$ cat config.mk
export PLATFORM = sky130hd
export DESIGN_NAME = snoop_bus_seq
export DESIGN_NICKNAME = d
export VERILOG_FILES = /design/src/rtl/snp_pkg.sv /design/src/rtl/snp_rr_arb.sv /design/src/rtl/snp_mem.sv /design/src/rtl/snoop_bus_seq.sv
export SDC_FILE = /design/constraint.sdc
export NUM_CORES = 1
export LEC_CHECK = 0
export BUFFER_PORTS_ARGS = -buffer_cell sky130_fd_sc_hd__buf_4
export CAP_MARGIN = 20
export CORE_MARGIN = 3
export CORE_UTILIZATION = 54
export DETAILED_ROUTE_END_ITERATION = 12
export GPL_ROUTABILITY_DRIVEN = 0
export PLACE_DENSITY = 0.71
export SYNTH_ARGS = -nofsm -noshare
export SYNTH_HDL_FRONTEND = slang
export SYNTH_SLANG_ARGS = --single-unit
$ cat constraint.sdc
create_clock -name clk -period 2.85 [get_ports clk]
set_input_delay 0.1425 -clock clk [delete_from_list [all_inputs] [get_ports clk]]
set_output_delay 0.1425 -clock clk [all_outputs]
set_load 0.02 [all_outputs]
$ cat src/rtl/snp_pkg.sv
package snp_pkg;

    typedef enum logic [1:0] {
        OP_READ = 2'd0,
        OP_RDX  = 2'd1,
        OP_UPG  = 2'd2,
        OP_WB   = 2'd3
    } bus_op_e;

    typedef enum logic [2:0] {
        ST_IDLE,
        ST_ADDR,
        ST_SNOOP,
        ST_FETCH,
        ST_MEMWR,
        ST_REFETCH,
        ST_FIN
    } seq_state_e;

endpackage

$ cat src/rtl/snp_rr_arb.sv
module snp_rr_arb #(
    parameter int N  = 4,
    localparam int IW = (N > 1) ? $clog2(N) : 1
) (
    input  logic [N-1:0]  req,
    input  logic [IW-1:0] last,
    output logic          any,
    output logic [IW-1:0] win
);
    logic [IW-1:0] cand;

    always_comb begin
        any  = 1'b0;
        win  = '0;
        cand = '0;
        for (int k = 1; k <= N; k++) begin
            cand = IW'((int'(last) + k) % N);
            if (!any && req[cand]) begin
                any = 1'b1;
                win = cand;
            end
        end
    end
endmodule

$ cat src/rtl/snp_mem.sv
module snp_mem #(
    parameter int AW = 4,
    parameter int DW = 16,
    localparam int DEPTH = 1 << AW
) (
    input  logic          clk,
    input  logic          rst_n,
    input  logic          we,
    input  logic [AW-1:0] waddr,
    input  logic [DW-1:0] wdata,
    input  logic [AW-1:0] raddr,
    output logic [DW-1:0] rdata
);
    logic [DW-1:0] cells [DEPTH];

    always_ff @(posedge clk or negedge rst_n) begin
        if (!rst_n) begin
            for (int i = 0; i < DEPTH; i++) cells[i] <= '0;
        end else if (we) begin
            cells[waddr] <= wdata;
        end
    end

    assign rdata = cells[raddr];
endmodule

$ cat src/rtl/snoop_bus_seq.sv
module snoop_bus_seq
    import snp_pkg::*;
#(
    parameter int N       = 4,
    parameter int AW      = 4,
    parameter int DW      = 16,
    parameter int MEM_LAT = 4,
    localparam int IW     = (N > 1) ? $clog2(N) : 1
) (
    input  logic            clk,
    input  logic            rst_n,
    input  logic [N-1:0]    req,
    input  logic [2*N-1:0]  req_op,
    input  logic [AW*N-1:0] req_addr,
    input  logic [DW*N-1:0] req_wdata,
    output logic [N-1:0]    gnt,
    output logic [N-1:0]    done,
    output logic            rsp_shared,
    output logic [DW-1:0]   rsp_data,
    output logic            bus_valid,
    output logic [1:0]      bus_op,
    output logic [AW-1:0]   bus_addr,
    output logic [IW-1:0]   bus_src,
    input  logic [N-1:0]    snp_shared,
    input  logic [N-1:0]    snp_dirty,
    input  logic [DW*N-1:0] snp_data
);
    // Memory latency counter: counts from the broadcast cycle for an
    // overlapped fetch, from zero for a write or a replayed fetch.
    localparam int CW = $clog2(MEM_LAT) + 1;
    localparam logic [CW-1:0] LAST = CW'(MEM_LAT - 1);

    seq_state_e    state, nxt;
    logic [IW-1:0] cur_id, last_id, arb_win, own_sel;
    bus_op_e       cur_op;
    logic [AW-1:0] cur_addr;
    logic [DW-1:0] wbuf, rdata_q, mem_rdata;
    logic [CW-1:0] cnt;
    logic          replay, shared_q, arb_any, mem_we, is_fetch;
    logic [N-1:0]  own_mask, shared_vec, dirty_vec;

    snp_rr_arb #(.N(N)) u_arb (
        .req  (req),
        .last (last_id),
        .any  (arb_any),
        .win  (arb_win)
    );

    snp_mem #(.AW(AW), .DW(DW)) u_mem (
        .clk   (clk),
        .rst_n (rst_n),
        .we    (mem_we),
        .waddr (cur_addr),
        .wdata (wbuf),
        .raddr (cur_addr),
        .rdata (mem_rdata)
    );

    assign own_mask   = N'(1) << cur_id;
    assign shared_vec = snp_shared & ~own_mask;
    assign dirty_vec  = snp_dirty & ~own_mask;
    assign is_fetch   = (cur_op == OP_READ) || (cur_op == OP_RDX);
    assign mem_we     = (state == ST_MEMWR) && (cnt == LAST);

    // Lowest-index dirty responder supplies the flush data.
    always_comb begin
        own_sel = '0;
        for (int i = N - 1; i >= 0; i--) begin
            if (dirty_vec[i]) own_sel = IW'(i);
        end
    end

    // Next-state logic
    always_comb begin
        nxt = state;
        unique case (state)
            ST_IDLE:    if (arb_any) nxt = ST_ADDR;
            ST_ADDR:    nxt = ST_SNOOP;
            ST_SNOOP: begin
                if (cur_op == OP_UPG)                 nxt = ST_FIN;
                else if (cur_op == OP_WB)             nxt = ST_MEMWR;
                else if (|dirty_vec)                  nxt = ST_MEMWR;
                else                                  nxt = ST_FETCH;
            end
            ST_FETCH:   if (cnt == LAST) nxt = ST_FIN;
            ST_MEMWR:   if (cnt == LAST) nxt = replay ? ST_REFETCH : ST_FIN;
            ST_REFETCH: if (cnt == LAST) nxt = ST_FIN;
            ST_FIN:     nxt = ST_IDLE;
            default:    nxt = ST_IDLE;
        endcase
    end

    // State register and transaction registers
    always_ff @(posedge clk or negedge rst_n) begin
        if (!rst_n) begin
            state    <= ST_IDLE;
            cur_id   <= '0;
            last_id  <= IW'(N - 1);
            cur_op   <= OP_READ;
            cur_addr <= '0;
            wbuf     <= '0;
            rdata_q  <= '0;
            replay   <= 1'b0;
            shared_q <= 1'b0;
            cnt      <= '0;
        end else begin
            state <= nxt;
            unique case (state)
                ST_IDLE: begin
                    if (arb_any) begin
                        cur_id   <= arb_win;
                        last_id  <= arb_win;
                        cur_op   <= bus_op_e'(req_op[32'(arb_win) * 2 +: 2]);
                        cur_addr <= req_addr[32'(arb_win) * AW +: AW];
                        wbuf     <= req_wdata[32'(arb_win) * DW +: DW];
                        replay   <= 1'b0;
                    end
                end
                ST_SNOOP: begin
                    shared_q <= (|shared_vec) || (is_fetch && (|dirty_vec));
                    if (is_fetch && (|dirty_vec)) begin
                        replay <= 1'b1;
                        wbuf   <= snp_data[32'(own_sel) * DW +: DW];
                    end
                end
                ST_FETCH, ST_REFETCH: begin
                    if (cnt == LAST) rdata_q <= mem_rdata;
                end
                default: ;
            endcase
            if ((nxt != state) &&
                (nxt == ST_ADDR || nxt == ST_MEMWR || nxt == ST_REFETCH))
                cnt <= '0;
            else
                cnt <= cnt + 1'b1;
        end
    end

    // Outputs
    always_comb begin
        gnt        = (state != ST_IDLE) ? own_mask : '0;
        done       = (state == ST_FIN) ? own_mask : '0;
        bus_valid  = (state == ST_ADDR);
        bus_op     = cur_op;
        bus_addr   = cur_addr;
        bus_src    = cur_id;
        rsp_shared = shared_q;
        rsp_data   = rdata_q;
    end
endmodule

* Word level (Yosys, flattened, before mapping)
Cells that the tools add are included.
** Cells by class
- Add/subtract/negate cells :: 5
- $lt $le $gt $ge :: 6
- Eq/ne operators :: 16
- Shift operators :: 5
- Multiplexer cells :: 43
- Bitwise operators :: 4
- Reductions and logical operators :: 24
** Operators by type and width (number)
- bitwise mux 256 bit :: 1
- variable part select 64 x 7 -> 16 bit :: 2
- 2-to-1 mux 16 bit :: 5
- binary-select mux 16 bit (select 4 bit) :: 1
- demux 16 bit (select 4 bit) :: 1
- one-hot mux 16 bit (2 select lines) :: 1
- 2-to-1 mux 3 bit :: 7
- 2-to-1 mux 2 bit :: 9
- variable part select 16 x 5 -> 4 bit :: 1
- == test 3 bit (second input constant) :: 5
- one-hot mux 3 bit (5 select lines) :: 1
- less-than comparator 2 x 3 -> 1 bit (second input constant) :: 4
- 2-to-1 mux 1 bit :: 10
- == test 3 x 2 -> 1 bit (second input constant) :: 3
- bitwise AND 4 bit :: 2
- binary-select mux 1 bit (select 2 bit) :: 4
- 2-to-1 mux 4 bit :: 2
- OR reduction 4 bit :: 2
- variable part select 8 x 4 -> 2 bit :: 1
- logical AND 1 bit :: 7
- == test 3 x 1 -> 1 bit (second input constant) :: 2
- greater-or-equal comparator 5 bit (second input constant) :: 1
- less-than comparator 5 x 1 -> 1 bit (second input constant) :: 1
- NOT 4 -> 5 bit :: 1
- other kinds (19) :: 29
** Word-level totals
- Register bits after elaboration :: 306
- Input port bits :: 166
- Output and inout port bits :: 34
- Word-level logic and storage cells :: 129

* Longest topological paths before layout
- Word-level depth :: 20
- Gate-level depth with buffers :: 9
- Mapped depth without buffers :: 8

* By module
Synthesis repeated with hierarchy kept, for this count alone.
** Second synthesis, totals
- Cells, all modules :: 1035
- Area total of the unflattened synthesis :: 15155.8 sq um
** Modules (own cells, without submodules)
- snp_mem :: times used 1, cells each 712, area an instance 11607.4 sq um, sequential area each 6406.1 sq um
- snoop_bus_seq :: times used 1, cells each 309, area an instance 3457.1 sq um, sequential area each 1253.7 sq um
- snp_rr_arb :: times used 1, cells each 14, area an instance 91.3 sq um, sequential area each 0.0 sq um

* Worst setup path after synthesis
OpenSTA, ideal clock, no wires.
- Path kind :: register to register
- From :: reg cur_addr[1] (netlist: bus_addr[1])
- To :: reg rdata_q[0] (netlist: rsp_data[0])
- Library setup time :: 0.125 ns
- Arrival time :: 2.078 ns
- Data required time :: 2.725 ns
- Path slack :: 0.647 ns
- Cell stages (with the launch flop) :: 7
- Path buffers :: 3
- Period minus slack after synthesis :: 2.203 ns
- Path through :: dfrtp_1 > clkbuf_1 > buf_2 > buf_2 > mux4_2 > mux4_2 > mux2_2
** On the way
- Word-level cells in the longest chain between the ends :: 4
** RTL lines
- start, declared :: RTL line snoop_bus_seq.sv:36 : logic [AW-1:0] cur_addr;
- start signal, assigned :: RTL line snoop_bus_seq.sv:114 : cur_addr <= req_addr[32'(arb_win) * AW +: AW];
- NOT 4 -> 5 bit (not written as such) :: RTL line snp_mem.sv:24 : assign rdata = cells[raddr];
- binary-select mux 16 bit (select 4 bit) :: RTL line snp_mem.sv:24
- 2-to-1 mux 16 bit (not written as such) (2 in series) :: RTL line snp_mem.sv:24
- end signal, assigned :: RTL line snoop_bus_seq.sv:127 : if (cnt == LAST) rdata_q <= mem_rdata;
- end, declared :: RTL line snoop_bus_seq.sv:37 : logic [DW-1:0] wbuf, rdata_q, mem_rdata;
No other way between the ends. The select of a mux whose other input is x is not followed.
A chain may end at the register's enable or synchronous reset.

* Final worst setup path
- From :: reg cnt[0]
- To :: reg u_mem.cells[125] (netlist name)
** On the way
- Word-level cells in the longest chain between the ends :: 2
** RTL lines
- start, declared :: RTL line snoop_bus_seq.sv:38 : logic [CW-1:0] cnt;
- start signal, assigned :: RTL line snoop_bus_seq.sv:135 : cnt <= cnt + 1'b1;
- == test 3 x 2 -> 1 bit :: RTL line snoop_bus_seq.sv:63 : assign mem_we = (state == ST_MEMWR) && (cnt == LAST);
- logical AND 1 bit :: RTL line snoop_bus_seq.sv:63
- end signal, assigned by index :: RTL line snp_mem.sv:20 : cells[waddr] <= wdata;
- end, declared :: RTL line snp_mem.sv:14 : logic [DW-1:0] cells [DEPTH];
No other way between the ends.

==> impl_metrics.tcl <==
set metrics [dict create \
    final_antenna_net_count 0 \
    critPathLaunchType "register" \
    detail_route.wirelength_mm 39.4 \
    grt_pass1_vias 10851 \
    drc 0 \
    worst_path_max_delay_cell "nor3b_4" \
    grt-ovfl-total 0 \
    rsz0062_at_grt "no" \
    clock-sinks 306 \
    num_vias 10087 \
    drv.max_cap_violation_count 0 \
    fp.dieW_um 172 \
    floorplan.die.height_um 172 \
    postSynthCellCount 1127 \
    critical_hold_path_startpoint "snp_data[14]" \
    cts_inserted_buffers 31 \
    final-setup-viol-count 0 \
    sw_frac_of_total 0.344 \
    first_iter_violations 710 \
    netlist.area_leader.share 0.508 \
    flow.area_growth_from_synthesis_pct 20.9 \
    final_hpwl_dp_mm 27.5 \
    syn_area_um2 15000 \
    die-area_um2 29700 \
    pwr-share-seq 0.402 \
    synth.net_count 1295 \
    initial_utilization 0.552 \
    worst_hold_path_type "input pin to register" \
    post_synth_main_area_contributors "dfrtp_1 (51%), mux4_2 (14%), mux2_2 (13%)" \
    via_per_inst 5.89 \
    synth_largest_area_cell "dfrtp_1" \
    layout-drive-gt1-share 0.442 \
    timing.critical_path.fanout_max 6 \
    port_buffers 199 \
    worst_skew_pair.late_latency_ns 0.57 \
    leakage_nw 8.52 \
    detail_routed_net_length_per_standard_cell_um 23.0 \
    drt_pre_antenna_iters 5 \
    vdd_drop_max_v 0.000530 \
    rr_startpoint "cnt[0]$_DFF_PN0_" \
    final.hold.worst_slack_ns 0.0159 \
    final.min_clock_period_ns 2.55 \
    cp_common_cell "ha_1" \
    postCtsHoldBufs 3 \
    area_of_combinational_cells_with_multiple_inputs_um2 6760 \
    timing.final.max_slew_violations 0 \
    quantity_of_gates_resized_following_cts 0 \
    worstMarginPinSlew_ns 1.06 \
    cts.repair_timing.setup_buffer_count 0 \
    postSynthAreaPerCell_um2 13.3 \
    crit_arrival_ns 2.99 \
    power_report.internal_total_mw 10.7 \
    clock_tree_from_tritoncts "done" \
    timing.setup.critical_path_class "register to register" \
    design.final.nets 1485 \
    cts_max_path_buffers 3 \
    run_status "complete, no violations" \
    aggregate_negative_setup_slack_ns 0 \
    htreeDepth 1 \
    ios 200 \
    switchingPower_mw 5.61 \
    timing_hold_violations_final 0 \
    slowest_delay_ns 0.42 \
    power_frac_clock 0.260 \
    finalCritPeriodShare 0.893 \
    grt_start_max_net_pins 85 \
    finClkSkew_ns 0.0136 \
    synth.ff_latch_count 306 \
    power_per_cell_area_nw_per_um2 901 \
    seq_area_um2 7670 \
    worst-endpoint-required_ns 3.30 \
    max_slew_margin 0.290 \
    layout_common_cells "dfrtp_1 (301), buf_4 (230), mux2_2 (167), nand2_1 (141), o21ai_0 (125)" \
    pwr-share-comb 0.339 \
    number_of_antenna_violations_at_the_first_check_in_global_routing 0 \
    layout.cells.most_common "dfrtp_1" \
    clkSlewWorstSetupHoldPaths_ns 0.06 \
    syn_warnings 0 \
    netlist-cell-type-count 51 \
    rows 60 \
    path_cells "ha_1 -> ha_1 -> inv_1 -> nor4_2 -> nand2b_1 -> nor3b_4 -> buf_4 -> mux2_2" \
    core_area_um2 27100 \
    fillers 2008 \
    grt.total_usage 0.272 \
    critPathLaunch "cnt[0]$_DFF_PN0_" \
    grt_pass1_wl_mm 61.9 \
    seq_area_frac_synth 0.512 \
    critPathCaptureType "register" \
    cts_root_buf "clkbuf_16" \
    max_freq_mhz 393 \
]
[metrics by stage]
stage               worst slack [ns]  power, mW  cell area [um^2]  instances  utilization
finish                         0.305       16.3             18100       1712        0.667
global route                   0.176       17.1             18100       1711        0.667
CTS                            0.325       16.4             18100       1711        0.667
detailed placement             0.333       12.1             17000       1653        0.627
global placement               0.418       12.0             17000       1653        0.627
floorplan                      0.647       10.2             15000       1127            -
[worst max-delay path, delay by kind of cell (launching register included)]
kind	cells	cell delay, ns
muxes	1	0.35
buffers and inverters	2	0.37
and+or+nand+nor	3	1.01
adders and majority gates	2	0.33
DFF	1	0.36
[worst paths after layout]
check / endpoint / cells past startpoint / slack [ns]
hold reg to reg: cnt[0]$_DFF_PN0_ / 1 / 0.45
hold / removal: wbuf[14]$_DFFE_PN0P_ / 5 / 0.02
setup / recovery: u_mem.cells[125]$_DFFE_PN0P_ / 8 / 0.30
max in group asynchronous: bus_addr[2]$_DFFE_PN0P_ / 3 / 1.69
min in group asynchronous: u_mem.cells[233]$_DFFE_PN0P_ / 2 / 0.16
setup reg to reg: u_mem.cells[125]$_DFFE_PN0P_ / 8 / 0.30
[layer usage]
| metal | share of wire | GRT usage |
|---|---|---|
| met1 | 0.43 | 0.381 |
| met3 | 0.053 | 0.0382 |
| met5 | 0 | 0 |
| met4 | 0.022 | 0.0701 |
| met2 | 0.50 | 0.455 |
[layout make-up]
type	count	area share
multi-input combinational	707	0.374
sequential	306	0.424
clock buffer	43	0.0493
timing repair buffer	247	0.112
antenna	1	0.000138
tap	372	0.0257
inverter	24	0.00498
clock inverter	12	0.00989
[synthesized netlist by cell type, drive strengths merged]
library cell and number:
a21oi 6, nor3 4, inv 24, a311oi 1, dfrtp 304, nand2 141
xor2 1, o21bai 1, nor3b 2, o32ai 1, or2 2, a311o 1
a32oi 1, a32o 1, nor4 3, nand3 2, mux2i 70, o311a 1
a22oi 16, mux2 167, ha 2, a211oi 1, buf 62, nor2b 10
and3 3, o221ai 1, clkbuf 28, o311ai 1, o22a 1, a221oi 1
mux4 96, o22ai 1, nor2 22, nand3b 1, nand2b 7, and2 3
a21boi 1, dfstp 2, o21ai 135
[power groups by stage]
stage	Sequential [mW]	Combinational (mW)	Clock (mW)
2_1_floorplan	5.91	4.33	0
3_3_place_gp	6.52	5.46	0
3_5_place_dp	6.58	5.53	0
4_1_cts	6.52	5.56	4.28
5_1_grt	6.68	6.00	4.47
6_report	6.54	5.52	4.23
[cell families (layout without fill, tap and decap cells)]
| family | Yosys count | after routing | synth area share |
|---|---|---|---|
| and+or+nand+nor | 200 | 200 | 0.0622 |
| buffers and inverters | 114 | 326 | 0.0385 |
| adders and majority gates | 2 | 2 | 0.00167 |
| DFF | 306 | 306 | 0.512 |
| AOI/OAI and AO/OA | 171 | 171 | 0.0682 |
| muxes | 333 | 333 | 0.317 |
| xor gates and xnor gates | 1 | 1 | 0.000585 |
| other | 0 | 1 | 0 |
[sequential cells by signal, summed over array words and instances (netlist names)]
signal and flops:
bus_src 2, rsp_data 16, state 3, u_mem.cells 256
cnt 3, bus_op 2, replay 1, last_id 2
bus_addr 4, rsp_shared 1, wbuf 16
Power figures use the tool's default switching activity.
